==> src/rtl/i2c_scl_pkg.sv <==
package i2c_scl_pkg;
  localparam int FIELD_W = 16;
  localparam int WORD_W  = 32;

  typedef enum logic [3:0] {
    ST_IDLE, ST_LEADIN, ST_PARK, ST_LOW, ST_WAIT_HI, ST_HIGH,
    ST_STOP_LOW, ST_STOP_WAIT, ST_STOP_HIGH, ST_FREE
  } scl_state_e;

  typedef struct packed {
    logic [FIELD_W-1:0] hi_len;
    logic [FIELD_W-1:0] rx_off;
    logic [FIELD_W-1:0] lo_len;
    logic [FIELD_W-1:0] tx_off;
    logic [FIELD_W-1:0] free_len;
    logic [FIELD_W-1:0] lead_len;
  } scl_cfg_t;
endpackage

==> src/rtl/i2c_scl_cfg.sv <==
module i2c_scl_cfg
  import i2c_scl_pkg::*;
#(
  parameter logic [FIELD_W-1:0] DEF_GAP = 16'h0030
) (
  input  logic [WORD_W-1:0] word_high_i,
  input  logic [WORD_W-1:0] word_low_i,
  input  logic [WORD_W-1:0] word_gap_i,
  output scl_cfg_t          cfg_o
);
  localparam logic [FIELD_W-1:0] ONE = FIELD_W'(1);

  function automatic logic [FIELD_W-1:0] or_alt(input logic [FIELD_W-1:0] v,
                                                input logic [FIELD_W-1:0] alt);
    return (v == '0) ? alt : v;
  endfunction

  always_comb begin
    cfg_o.hi_len   = or_alt(word_high_i[WORD_W-1:FIELD_W], ONE);
    cfg_o.rx_off   = word_high_i[FIELD_W-1:0];
    cfg_o.lo_len   = or_alt(word_low_i[WORD_W-1:FIELD_W], ONE);
    cfg_o.tx_off   = word_low_i[FIELD_W-1:0];
    cfg_o.free_len = or_alt(word_gap_i[WORD_W-1:FIELD_W], DEF_GAP);
    cfg_o.lead_len = or_alt(word_gap_i[FIELD_W-1:0], DEF_GAP);
  end
endmodule

==> src/rtl/i2c_scl_sync.sv <==
module i2c_scl_sync #(
  parameter int STAGES = 2
) (
  input  logic clk_i,
  input  logic rst_ni,
  input  logic line_i,
  output logic line_o
);
  logic [STAGES:0] chain;
  assign chain[0] = line_i;

  for (genvar i = 0; i < STAGES; i++) begin : g_stage
    always_ff @(posedge clk_i or negedge rst_ni) begin
      if (!rst_ni) chain[i+1] <= 1'b1;  // idle bus reads high
      else         chain[i+1] <= chain[i];
    end
  end

  assign line_o = chain[STAGES];
endmodule

==> src/rtl/i2c_scl_cnt.sv <==
module i2c_scl_cnt #(
  parameter int W = 16
) (
  input  logic         clk_i,
  input  logic         rst_ni,
  input  logic         clr_i,
  input  logic [W-1:0] len_i,
  input  logic [W-1:0] off_i,
  output logic         last_o,
  output logic         hit_o
);
  logic [W-1:0] cnt_q;
  logic [W:0]   cnt_inc;

  assign cnt_inc = {1'b0, cnt_q} + 1'b1;

  always_ff @(posedge clk_i or negedge rst_ni) begin
    if (!rst_ni)              cnt_q <= '0;
    else if (clr_i)           cnt_q <= '0;
    else if (cnt_q != '1)     cnt_q <= cnt_q + 1'b1;  // saturate in waiting states
  end

  assign last_o = cnt_inc >= {1'b0, len_i};
  assign hit_o  = cnt_q == off_i;
endmodule

==> src/rtl/i2c_scl_seq.sv <==
module i2c_scl_seq
  import i2c_scl_pkg::*;
(
  input  logic     clk_i,
  input  logic     rst_ni,
  input  scl_cfg_t cfg_i,
  input  logic     start_req_i,
  input  logic     bit_req_i,
  input  logic     stop_req_i,
  input  logic     scl_seen_i,
  output logic     scl_pull_o,
  output logic     sda_pull_o,
  output logic     sample_o,
  output logic     launch_o,
  output logic     ready_o
);
  scl_state_e         state_q, state_d;
  logic [FIELD_W-1:0] ph_len, ph_off;
  logic               cnt_last, cnt_hit, hold_q;

  always_comb begin
    ph_len = cfg_i.lo_len;
    ph_off = cfg_i.tx_off;
    unique case (state_q)
      ST_LEADIN:               ph_len = cfg_i.lead_len;
      ST_HIGH, ST_STOP_HIGH: begin
        ph_len = cfg_i.hi_len;
        ph_off = cfg_i.rx_off;
      end
      ST_FREE:                 ph_len = cfg_i.free_len;
      default: ;
    endcase
  end

  i2c_scl_cnt #(.W(FIELD_W)) u_cnt (
    .clk_i  (clk_i),
    .rst_ni (rst_ni),
    .clr_i  (state_d != state_q),
    .len_i  (ph_len),
    .off_i  (ph_off),
    .last_o (cnt_last),
    .hit_o  (cnt_hit)
  );

  always_comb begin
    state_d = state_q;
    unique case (state_q)
      ST_IDLE:      if (start_req_i) state_d = ST_LEADIN;
      ST_LEADIN:    if (cnt_last)    state_d = ST_PARK;
      ST_PARK: begin
        if (stop_req_i)              state_d = ST_STOP_LOW;
        else if (bit_req_i)          state_d = ST_LOW;
      end
      ST_LOW:       if (cnt_last)    state_d = ST_WAIT_HI;
      ST_WAIT_HI:   if (scl_seen_i)  state_d = ST_HIGH;
      ST_HIGH:      if (cnt_last)    state_d = ST_PARK;
      ST_STOP_LOW:  if (cnt_last)    state_d = ST_STOP_WAIT;
      ST_STOP_WAIT: if (scl_seen_i)  state_d = ST_STOP_HIGH;
      ST_STOP_HIGH: if (cnt_last)    state_d = ST_FREE;
      ST_FREE:      if (cnt_last)    state_d = ST_IDLE;
      default:                       state_d = ST_IDLE;
    endcase
  end

  always_ff @(posedge clk_i or negedge rst_ni) begin
    if (!rst_ni) begin
      state_q <= ST_IDLE;
      hold_q  <= 1'b0;
    end else begin
      state_q <= state_d;
      if (state_q == ST_LEADIN && state_d == ST_PARK) hold_q <= 1'b1;
      else if (state_d == ST_LOW || state_d == ST_STOP_LOW) hold_q <= 1'b0;
    end
  end

  assign scl_pull_o = state_q inside {ST_PARK, ST_LOW, ST_STOP_LOW};
  assign sda_pull_o = (state_q inside {ST_LEADIN, ST_STOP_LOW, ST_STOP_WAIT, ST_STOP_HIGH})
                    || (state_q == ST_PARK && hold_q);
  assign launch_o   = (state_q == ST_LOW) && cnt_hit;
  assign sample_o   = (state_q == ST_HIGH) && cnt_hit;
  assign ready_o    = state_q inside {ST_IDLE, ST_PARK};


  hi_after_seen_chk: assert property (@(posedge clk_i) disable iff (!rst_ni)
    ((state_q == ST_HIGH && $past(state_q) == ST_WAIT_HI) ||
     (state_q == ST_STOP_HIGH && $past(state_q) == ST_STOP_WAIT)) |-> $past(scl_seen_i));


  free_quiet_chk: assert property (@(posedge clk_i) disable iff (!rst_ni)
    (state_q == ST_FREE) |-> (!scl_pull_o && !sda_pull_o && !ready_o));
endmodule

==> src/rtl/i2c_scl_timer.sv <==
module i2c_scl_timer
  import i2c_scl_pkg::*;
#(
  parameter int                 SYNC_STAGES = 2,
  parameter logic [FIELD_W-1:0] DEF_GAP     = 16'h0030
) (
  input  logic              clk_i,
  input  logic              rst_ni,
  input  logic [WORD_W-1:0] timing_high_i,
  input  logic [WORD_W-1:0] timing_low_i,
  input  logic [WORD_W-1:0] timing_gap_i,
  input  logic              start_req_i,
  input  logic              bit_req_i,
  input  logic              stop_req_i,
  input  logic              scl_i,
  output logic              scl_pull_o,
  output logic              sda_pull_o,
  output logic              sample_o,
  output logic              launch_o,
  output logic              ready_o
);
  scl_cfg_t cfg;
  logic     scl_seen;

  i2c_scl_cfg #(.DEF_GAP(DEF_GAP)) u_cfg (
    .word_high_i (timing_high_i),
    .word_low_i  (timing_low_i),
    .word_gap_i  (timing_gap_i),
    .cfg_o       (cfg)
  );

  i2c_scl_sync #(.STAGES(SYNC_STAGES)) u_sync (
    .clk_i  (clk_i),
    .rst_ni (rst_ni),
    .line_i (scl_i),
    .line_o (scl_seen)
  );

  i2c_scl_seq u_seq (
    .clk_i       (clk_i),
    .rst_ni      (rst_ni),
    .cfg_i       (cfg),
    .start_req_i (start_req_i),
    .bit_req_i   (bit_req_i),
    .stop_req_i  (stop_req_i),
    .scl_seen_i  (scl_seen),
    .scl_pull_o  (scl_pull_o),
    .sda_pull_o  (sda_pull_o),
    .sample_o    (sample_o),
    .launch_o    (launch_o),
    .ready_o     (ready_o)
  );


  sample_released_chk: assert property (@(posedge clk_i) disable iff (!rst_ni)
    sample_o |-> !scl_pull_o);


  launch_pulled_chk: assert property (@(posedge clk_i) disable iff (!rst_ni)
    launch_o |-> scl_pull_o);


  strobe_excl_chk: assert property (@(posedge clk_i) disable iff (!rst_ni)
    $onehot0({sample_o, launch_o}));


  start_take_chk: assert property (@(posedge clk_i) disable iff (!rst_ni)
    (start_req_i && ready_o && !scl_pull_o) |=> (sda_pull_o && !scl_pull_o && !ready_o));


  stop_free_chk: assert property (@(posedge clk_i) disable iff (!rst_ni)
    ($fell(sda_pull_o) && !scl_pull_o) |-> !ready_o);
endmodule

==> config.mk <==
export PLATFORM = sky130hd
export DESIGN_NAME = i2c_scl_timer
export DESIGN_NICKNAME = d
export VERILOG_FILES = /design/src/rtl/i2c_scl_pkg.sv /design/src/rtl/i2c_scl_cfg.sv /design/src/rtl/i2c_scl_sync.sv /design/src/rtl/i2c_scl_cnt.sv /design/src/rtl/i2c_scl_seq.sv /design/src/rtl/i2c_scl_timer.sv
export SDC_FILE = /design/constraint.sdc
export NUM_CORES = 1
export LEC_CHECK = 0
export BUFFER_PORTS_ARGS = -buffer_cell sky130_fd_sc_hd__buf_2
export CAP_MARGIN = 20
export CORE_MARGIN = 3
export CORE_UTILIZATION = 30
export CTS_CLUSTER_SIZE = 16
export DETAILED_ROUTE_END_ITERATION = 16
export GPL_ROUTABILITY_DRIVEN = 0
export GPL_TIMING_DRIVEN = 0
export PLACE_DENSITY = 0.62
export SYNTH_ARGS = -nofsm -noshare
export SYNTH_HDL_FRONTEND = slang
export SYNTH_SLANG_ARGS = --single-unit
==> constraint.sdc <==
create_clock -name clk_i -period 4.92 [get_ports clk_i]
set_input_delay 0.984 -clock clk_i [delete_from_list [all_inputs] [get_ports clk_i]]
set_output_delay 0.984 -clock clk_i [all_outputs]
set_load 0.05 [all_outputs]
[Yosys cells after proc, flatten, opt, wreduce, memory -nomap -nowiden]
Cells that the tools add are included.
Storage, ports and cells
  word-level logic and storage cells: 62
  register bits after elaboration: 23
  input bits: 102
Operators by class
  equal/unequal tests: 15
  magnitude comparators: 1
  reductions and logical operators: 18
  mux-type cells: 21
  add/sub/neg operators: 2
Operators with widths (count)
  16-bit 2-to-1 mux: 7
  16-bit zero test: 4
  16-bit case mux with 3 select lines: 1
  4-bit 2-to-1 mux: 10
  4-bit case mux with 9 select lines: 1
  4-bit by 3-bit equality test with 1-bit output (second input constant): 5
  16-bit by 1-bit adder with 17-bit output (second input constant): 1
  17-bit by 16-bit greater-or-equal comparator with 1-bit output: 1
  16-bit by 1-bit adder with 16-bit output (second input constant): 1
  16-bit equality test: 1
  4-bit by 2-bit equality test with 1-bit output (second input constant): 4
  16-bit != test (second input constant): 1
  4-bit equality test (second input constant): 2
  2-bit nonzero test: 3
  4-bit by 1-bit equality test with 1-bit output (second input constant): 1
  1-bit logical AND: 4
  4-bit zero test: 1
  4-bit != test: 1
  4-bit nonzero test: 1
  2-bit OR reduction: 2
  3-bit nonzero test: 1
  1-bit logical OR: 2
  1-bit 2-to-1 mux: 2

[Logic depth before layout (Yosys ltp)]
  depth after elaboration: 10
  gate-level depth with buffers: 17
  depth with buffers taken out: 14

[Hierarchy]
Synthesis repeated with hierarchy kept, for this count alone.
Unflattened totals
  cell total of the unflattened synthesis: 428
  area, all modules: 3285.7 µm²
By module, submodules not included
  i2c_scl_cnt: cells each 175, area an instance 1482.7 µm², seq. area each 400.4 µm², instances 1
  i2c_scl_seq: cells each 135, area an instance 1094.8 µm², seq. area each 125.1 µm², instances 1
  i2c_scl_cfg: cells each 116, area an instance 655.6 µm², seq. area each 0.0 µm², instances 1
  i2c_scl_sync: cells each 2, area an instance 52.6 µm², seq. area each 52.6 µm², instances 1

[Least setup slack after synthesis]
No wires, ideal clock.
  path type: flip-flop to output port
  start: reg u_seq.state_q[2]
  end: out launch_o
  buffers on the path: 2
  slack: 173 ps
  cell stages (with the launch flop): 10
  arrival: 3763 ps
  cell sequence: dfrtp_1 clkbuf_1 or3b_2 a21oi_1 buf_4 mux2i_1 xnor2_1 nor4_1 nand4_1 nor4_1
Between the ends
  longest elaborated chain between the ends: 5
  elaborated cells on any way between the ends: 7
  those cells by class: 4 x eq/ne; 1 x mux; 2 x reduce/logical
Ends and longest elaborated chain
  start, declared: RTL line i2c_scl_seq.sv:17  | scl_state_e state_q, state_d;
  start signal, assigned: RTL line i2c_scl_seq.sv:70  | state_q <= state_d;
  4-bit by 3-bit equality test with 1-bit output or 4-bit equality test (tied branches): RTL line i2c_scl_seq.sv:24  | unique case (state_q)
  2-bit OR reduction: RTL line i2c_scl_seq.sv:24
  16-bit 2-to-1 mux: RTL line i2c_scl_seq.sv:24
  16-bit equality test: RTL line i2c_scl_cnt.sv:24  | assign hit_o = cnt_q == off_i;
  1-bit logical AND (*): RTL line i2c_scl_seq.sv:79  | assign launch_o = (state_q == ST_LOW) && cnt_hit;
  end, declared: RTL line i2c_scl_timer.sv:19  | output logic launch_o,
Every way passes the cells marked *; elsewhere a longest branch is shown, timed or not.

[Worst setup path after layout]
  start: reg u_seq.state_q[2]
  end: reg u_seq.u_cnt.cnt_q[7]
Between the ends
  longest elaborated chain between the ends: 8
  elaborated cells on any way between the ends: 28
  those cells by class: 1 x order compare; 10 x eq/ne; 13 x mux; 4 x reduce/logical
Ends and longest elaborated chain
  4-bit by 3-bit equality test with 1-bit output or 4-bit equality test (tied branches): RTL line i2c_scl_seq.sv:24, i2c_scl_seq.sv:47
  2-bit OR reduction: RTL line i2c_scl_seq.sv:24
  16-bit case mux with 3 select lines: RTL line i2c_scl_seq.sv:24
  17-bit by 16-bit greater-or-equal comparator with 1-bit output: RTL line i2c_scl_cnt.sv:23  | assign last_o = cnt_inc >= {1'b0, len_i};
  4-bit 2-to-1 mux (on tied branches)
  4-bit case mux with 9 select lines: RTL line i2c_scl_seq.sv:47  | unique case (state_q)
  4-bit != test (*): RTL line i2c_scl_seq.sv:38  | .clr_i (state_d != state_q),
  16-bit 2-to-1 mux or 2-bit nonzero test (tied branches)
  end signal, assigned: RTL line i2c_scl_cnt.sv:20  | else if (cnt_q != '1) cnt_q <= cnt_q + 1'b1;
  end, declared: RTL line i2c_scl_cnt.sv:12  | logic [W-1:0] cnt_q;
Marked as above.
A chain may end at the register's enable or synchronous reset.

==> run summary <==
The transition time at the pin with the least slew margin is 638.5 ps. Synthesis inferred 23 register bits. For this design the static power due to leakage is 1.493 nW.

The tools report the cell count after synthesis as 321. The worst setup path is of the reg2reg kind. The tools report the wire length of the first global-routing pass as 13760 microns. CTS placed an instance of sky130_fd_sc_hd__clkbuf_8 at the clock tree root. The final-layout setup total negative slack was 0 ps. In the layout the commonest cells are sky130_fd_sc_hd__buf_2 (108), sky130_fd_sc_hd__nor2_1 (42), sky130_fd_sc_hd__xnor2_1 (25). Using the TritonRoute via totals, the vias-per-cell ratio works out to 5.689. OpenSTA, run right after detailed placement, puts the worst setup slack at -123.2 ps.

Counting tap cells, the placed design contains a total of 532 instances. The detail-routed net length per standard cell works out to 16.36 microns. After the last flow step, the layout net total stands at 552.

Clock tree synthesis found a total of 23 sinks. The max-cap check violation count was 0. In this run the worst path has a maximum fanout of 10. The starting density of the core came out at 31.63%. The worst path required time is 5120 ps, and the number of rows created at floorplan is 33. For the sequential share of power, the log shows 25.0%.

The worst register-to-register path begins at u_seq.state_q[2]. Total count of max-transition violations in the final report: 0. The launch point of the worst hold path is u_sync.chain[1].

Summed over all nets, the half-perimeter wirelength after detailed placement is 7291 microns. The cell area that synthesis handed to floorplanning was 2664 sq um. The post-CTS clock slew at the launch and capture registers of the worst setup and hold paths came out at 80 ps.

Setup violations remaining at the end of the flow were counted as 0. The most critical setup path has its startpoint at u_seq.state_q[2]. The post-route netlist has 32.41% of its cells at a drive strength greater than 1. For this run, the leading register cell type out of synthesis is sky130_fd_sc_hd__dfrtp_1.

Hold is met by 362.4 ps. The setup check on the worst reg-to-reg path leaves a slack of 290 ps. For the number of global-route vias before repair, the log shows 2952. The run gives 21.70% as the sequential share of the synthesized area. Clock latency on the worst-skew pair, taken at its later pin, is 260 ps. For this run, design rule violations remaining after detail routing come to 0. The most common cell after layout, fill and taps aside was sky130_fd_sc_hd__buf_2. The run gives 8787 microns as the total wire length after detailed routing.

The most numerous cell type found on the critical path is sky130_fd_sc_hd__nor2_1. The number of hold-repair buffers added at the cts stage was 0; the proportion of register bits with asynchronous set or reset after synthesis was 100.0%. The worst-case IR drop observed on VDD is 0.1233 mV. The largest net degree at the start of global routing is 24. The number of buffers and inverters on the critical path came out at 5.

Grouping stages by cell kind, the critical path spends the most delay in compound AO/OA/AOI/OAI gates. In this run the power density over the cells is 333.1 nW/um^2. Clock tree synthesis inserted a total of 3 buffers. Traced cell by cell, the critical path runs through clkbuf_1 > or3b_2 > a21oi_4 > buf_6 > buf_4 > clkbuf_4 > a222oi_1 > a21boi_0 > ha_1 > o21ai_0 > nor2_1 > o31a_1 > or4_4 > a31oi_1 > o2111ai_2 > buf_2 > nor2_1.

The logs give 1 for the H-tree depth and 5 for the number of detailed-route iterations in the first pass. In this run the standard cell core region covers 8423 sq um. Cell-internal power: 0.0005896 W. The tools report the worst-case setup margin in the final layout as 288.4 ps. Summing over every cut layer, the via total after detailed routing is 3055. The die is 100.2 microns tall.

The diode insertion count for antenna repair came out at 0. The tools report the global-route congestion overflow total as 0. The remaining antenna violation count after routing is 0, and the clock power share is 10.5%. For the maximum clock frequency, the log shows 215.9 MHz.

The run finished with clean final reports. STA classifies the critical path endpoint as a flop. Summing internal, switching and leakage power gives 0.001138 W. For this design the total switching power over the nets is 0.0005483 W. The floorplan step defined a die boundary enclosing 10050 sq um. Counting flops with a built-in enable in the synthesized netlist gives 0.

In this run switching power makes up 48.18% of total power. The highest cell delay on the worst timing path was 590 ps. The combinational cell fraction of total power came out at 64.5%. The global routing usage summed across all routing layers came out at 16.81%. For the worst setup path, the data arrival time is 4830 ps. Path class of the lowest-slack min-delay path: reg2reg.

The shortest period the worst path allows came out at 4632 ps. The number of antenna violations at the first check in global routing came out at 0. The number of DRC markers after the initial detailed-route iteration is 214, and the area overhead of the layout relative to synthesis is 28.23%. The slowest stage of the critical path is the sky130_fd_sc_hd__or4_4 cell. The net count after synthesis was 440; the relative slew slack was 57.43%.

The synthesized area per cell came out at 8.298 sq um. TritonCTS built the clock tree. STA classifies the critical path startpoint as a flop.

The clock arrives with 2.389 ps of skew. Setup repair after global routing left no endpoint under its margin. Measured along the x axis, the die boundary spans 100.2 microns. During synthesis, Yosys emitted a total of 0 warnings. Number of hold violations in the final report: 0. The boundary pin count is 107.

The final critical path takes up 94.14% of the cycle. The distinct cell type count of the synthesized netlist is 62. The maximum root-to-sink buffer count was 2.

After the flow finishes, the layout carries non-filler instances totaling 537. The total of buffers placed on input and output ports works out to 106.
-- worst register-to-register path, delay by kind of cell, from the launching register on --
family                     cells  cell delay (ps)
buffers and inverters          5             1150
adders and majority gates      1              310
AOI/OAI and AO/OA              7             1410
DFF                            1              370
and+or+nand+nor                4             1320
-- synthesized netlist by cell type, drive strengths merged (9+ instances only) --
| master | instances | area, sq um |
|---|---|---|
| ha | 17 | 212.7 |
| a21boi | 13 | 97.59 |
| nor4 | 22 | 137.6 |
| mux2i | 16 | 160.2 |
| dfrtp | 21 | 525.5 |
| nand2 | 16 | 60.06 |
| inv | 11 | 41.29 |
| a21oi | 12 | 60.06 |
| clkbuf | 9 | 53.81 |
| a222oi | 13 | 130.1 |
| xnor2 | 25 | 219.0 |
| nand3 | 10 | 50.05 |
| nor2 | 44 | 172.7 |
| nand4 | 11 | 75.07 |
| o21ai | 14 | 70.07 |
-- metal layers --
metal	GRT usage, %	vias up	part of all wire (%)
li1	-	1473	-
met1	20.32	1470	39
met2	31.35	108	53
met3	3.266	4	7.0
met4	2.280	0	0.61
met5	0	-	0
-- registers in the layout, indices dropped and copies added, names as in the netlist --
name / cells
u_sync.chain: 1
u_seq.u_cnt.cnt_q: 16
u_seq.hold_q: 1
u_seq.state_q: 4
u_sync.line_o: 1
-- stage by stage --
step / util, % / instance area [sq um]
CTS: 40.14 / 3381
global route: 40.55 / 3416
detailed placement: 39.48 / 3326
global placement: 39.48 / 3326
finish: 40.55 / 3416
floorplan: - / 2664
-- repair_timing --
item                       CTS  global route
pin swaps                    0             2
buffers inserted             0             1
gates resized for setup      2             7
setup endpoints to repair   11            17
-- power by group through the flow --
stage	clock (W)	combinational, W	sequential (W)
finish	0.000120	0.000734	0.000285
global route	0.000132	0.000822	0.000291
CTS	0.000123	0.000724	0.000285
detailed placement	0	0.000720	0.000288
global placement	0	0.000701	0.000287
floorplan	0	0.000525	0.000272
-- area by class of cell --
class / instances / area (sq um)
fillers: 887 / 5007
inverters: 11 / 41.29
flip-flops and latches: 23 / 578.1
well taps: 105 / 131.4
repair buffers: 107 / 538.0
plain buffers: 16 / 101.3
multi-input cells: 271 / 1981
clock buffers: 4 / 45.04
-- logic make-up (layout without fill, tap and decap cells) --
kind of cell    after synthesis  count (layout)  share of synthesized area, %
fa+ha+maj                    17              17                         7.985
xor+xnor                     32              32                         10.52
buf+inv                      27             138                         5.120
mux                          16              16                         6.012
simple gates                125             125                         24.80
flops                        23              23                         21.70
compound gates               81              81                         23.86
-- path summary, 6_finish.rpt --
check	end	cells past startpoint
setup / recovery	u_seq.u_cnt.cnt_q[7]	17
hold / removal	u_sync.line_o	0
setup reg to reg	u_seq.u_cnt.cnt_q[7]	17
hold reg to reg	u_sync.line_o	0
max in group asynchronous	u_sync.line_o	1
min in group asynchronous	u_seq.u_cnt.cnt_q[3]	1
(Power assumes the default switching activity.)
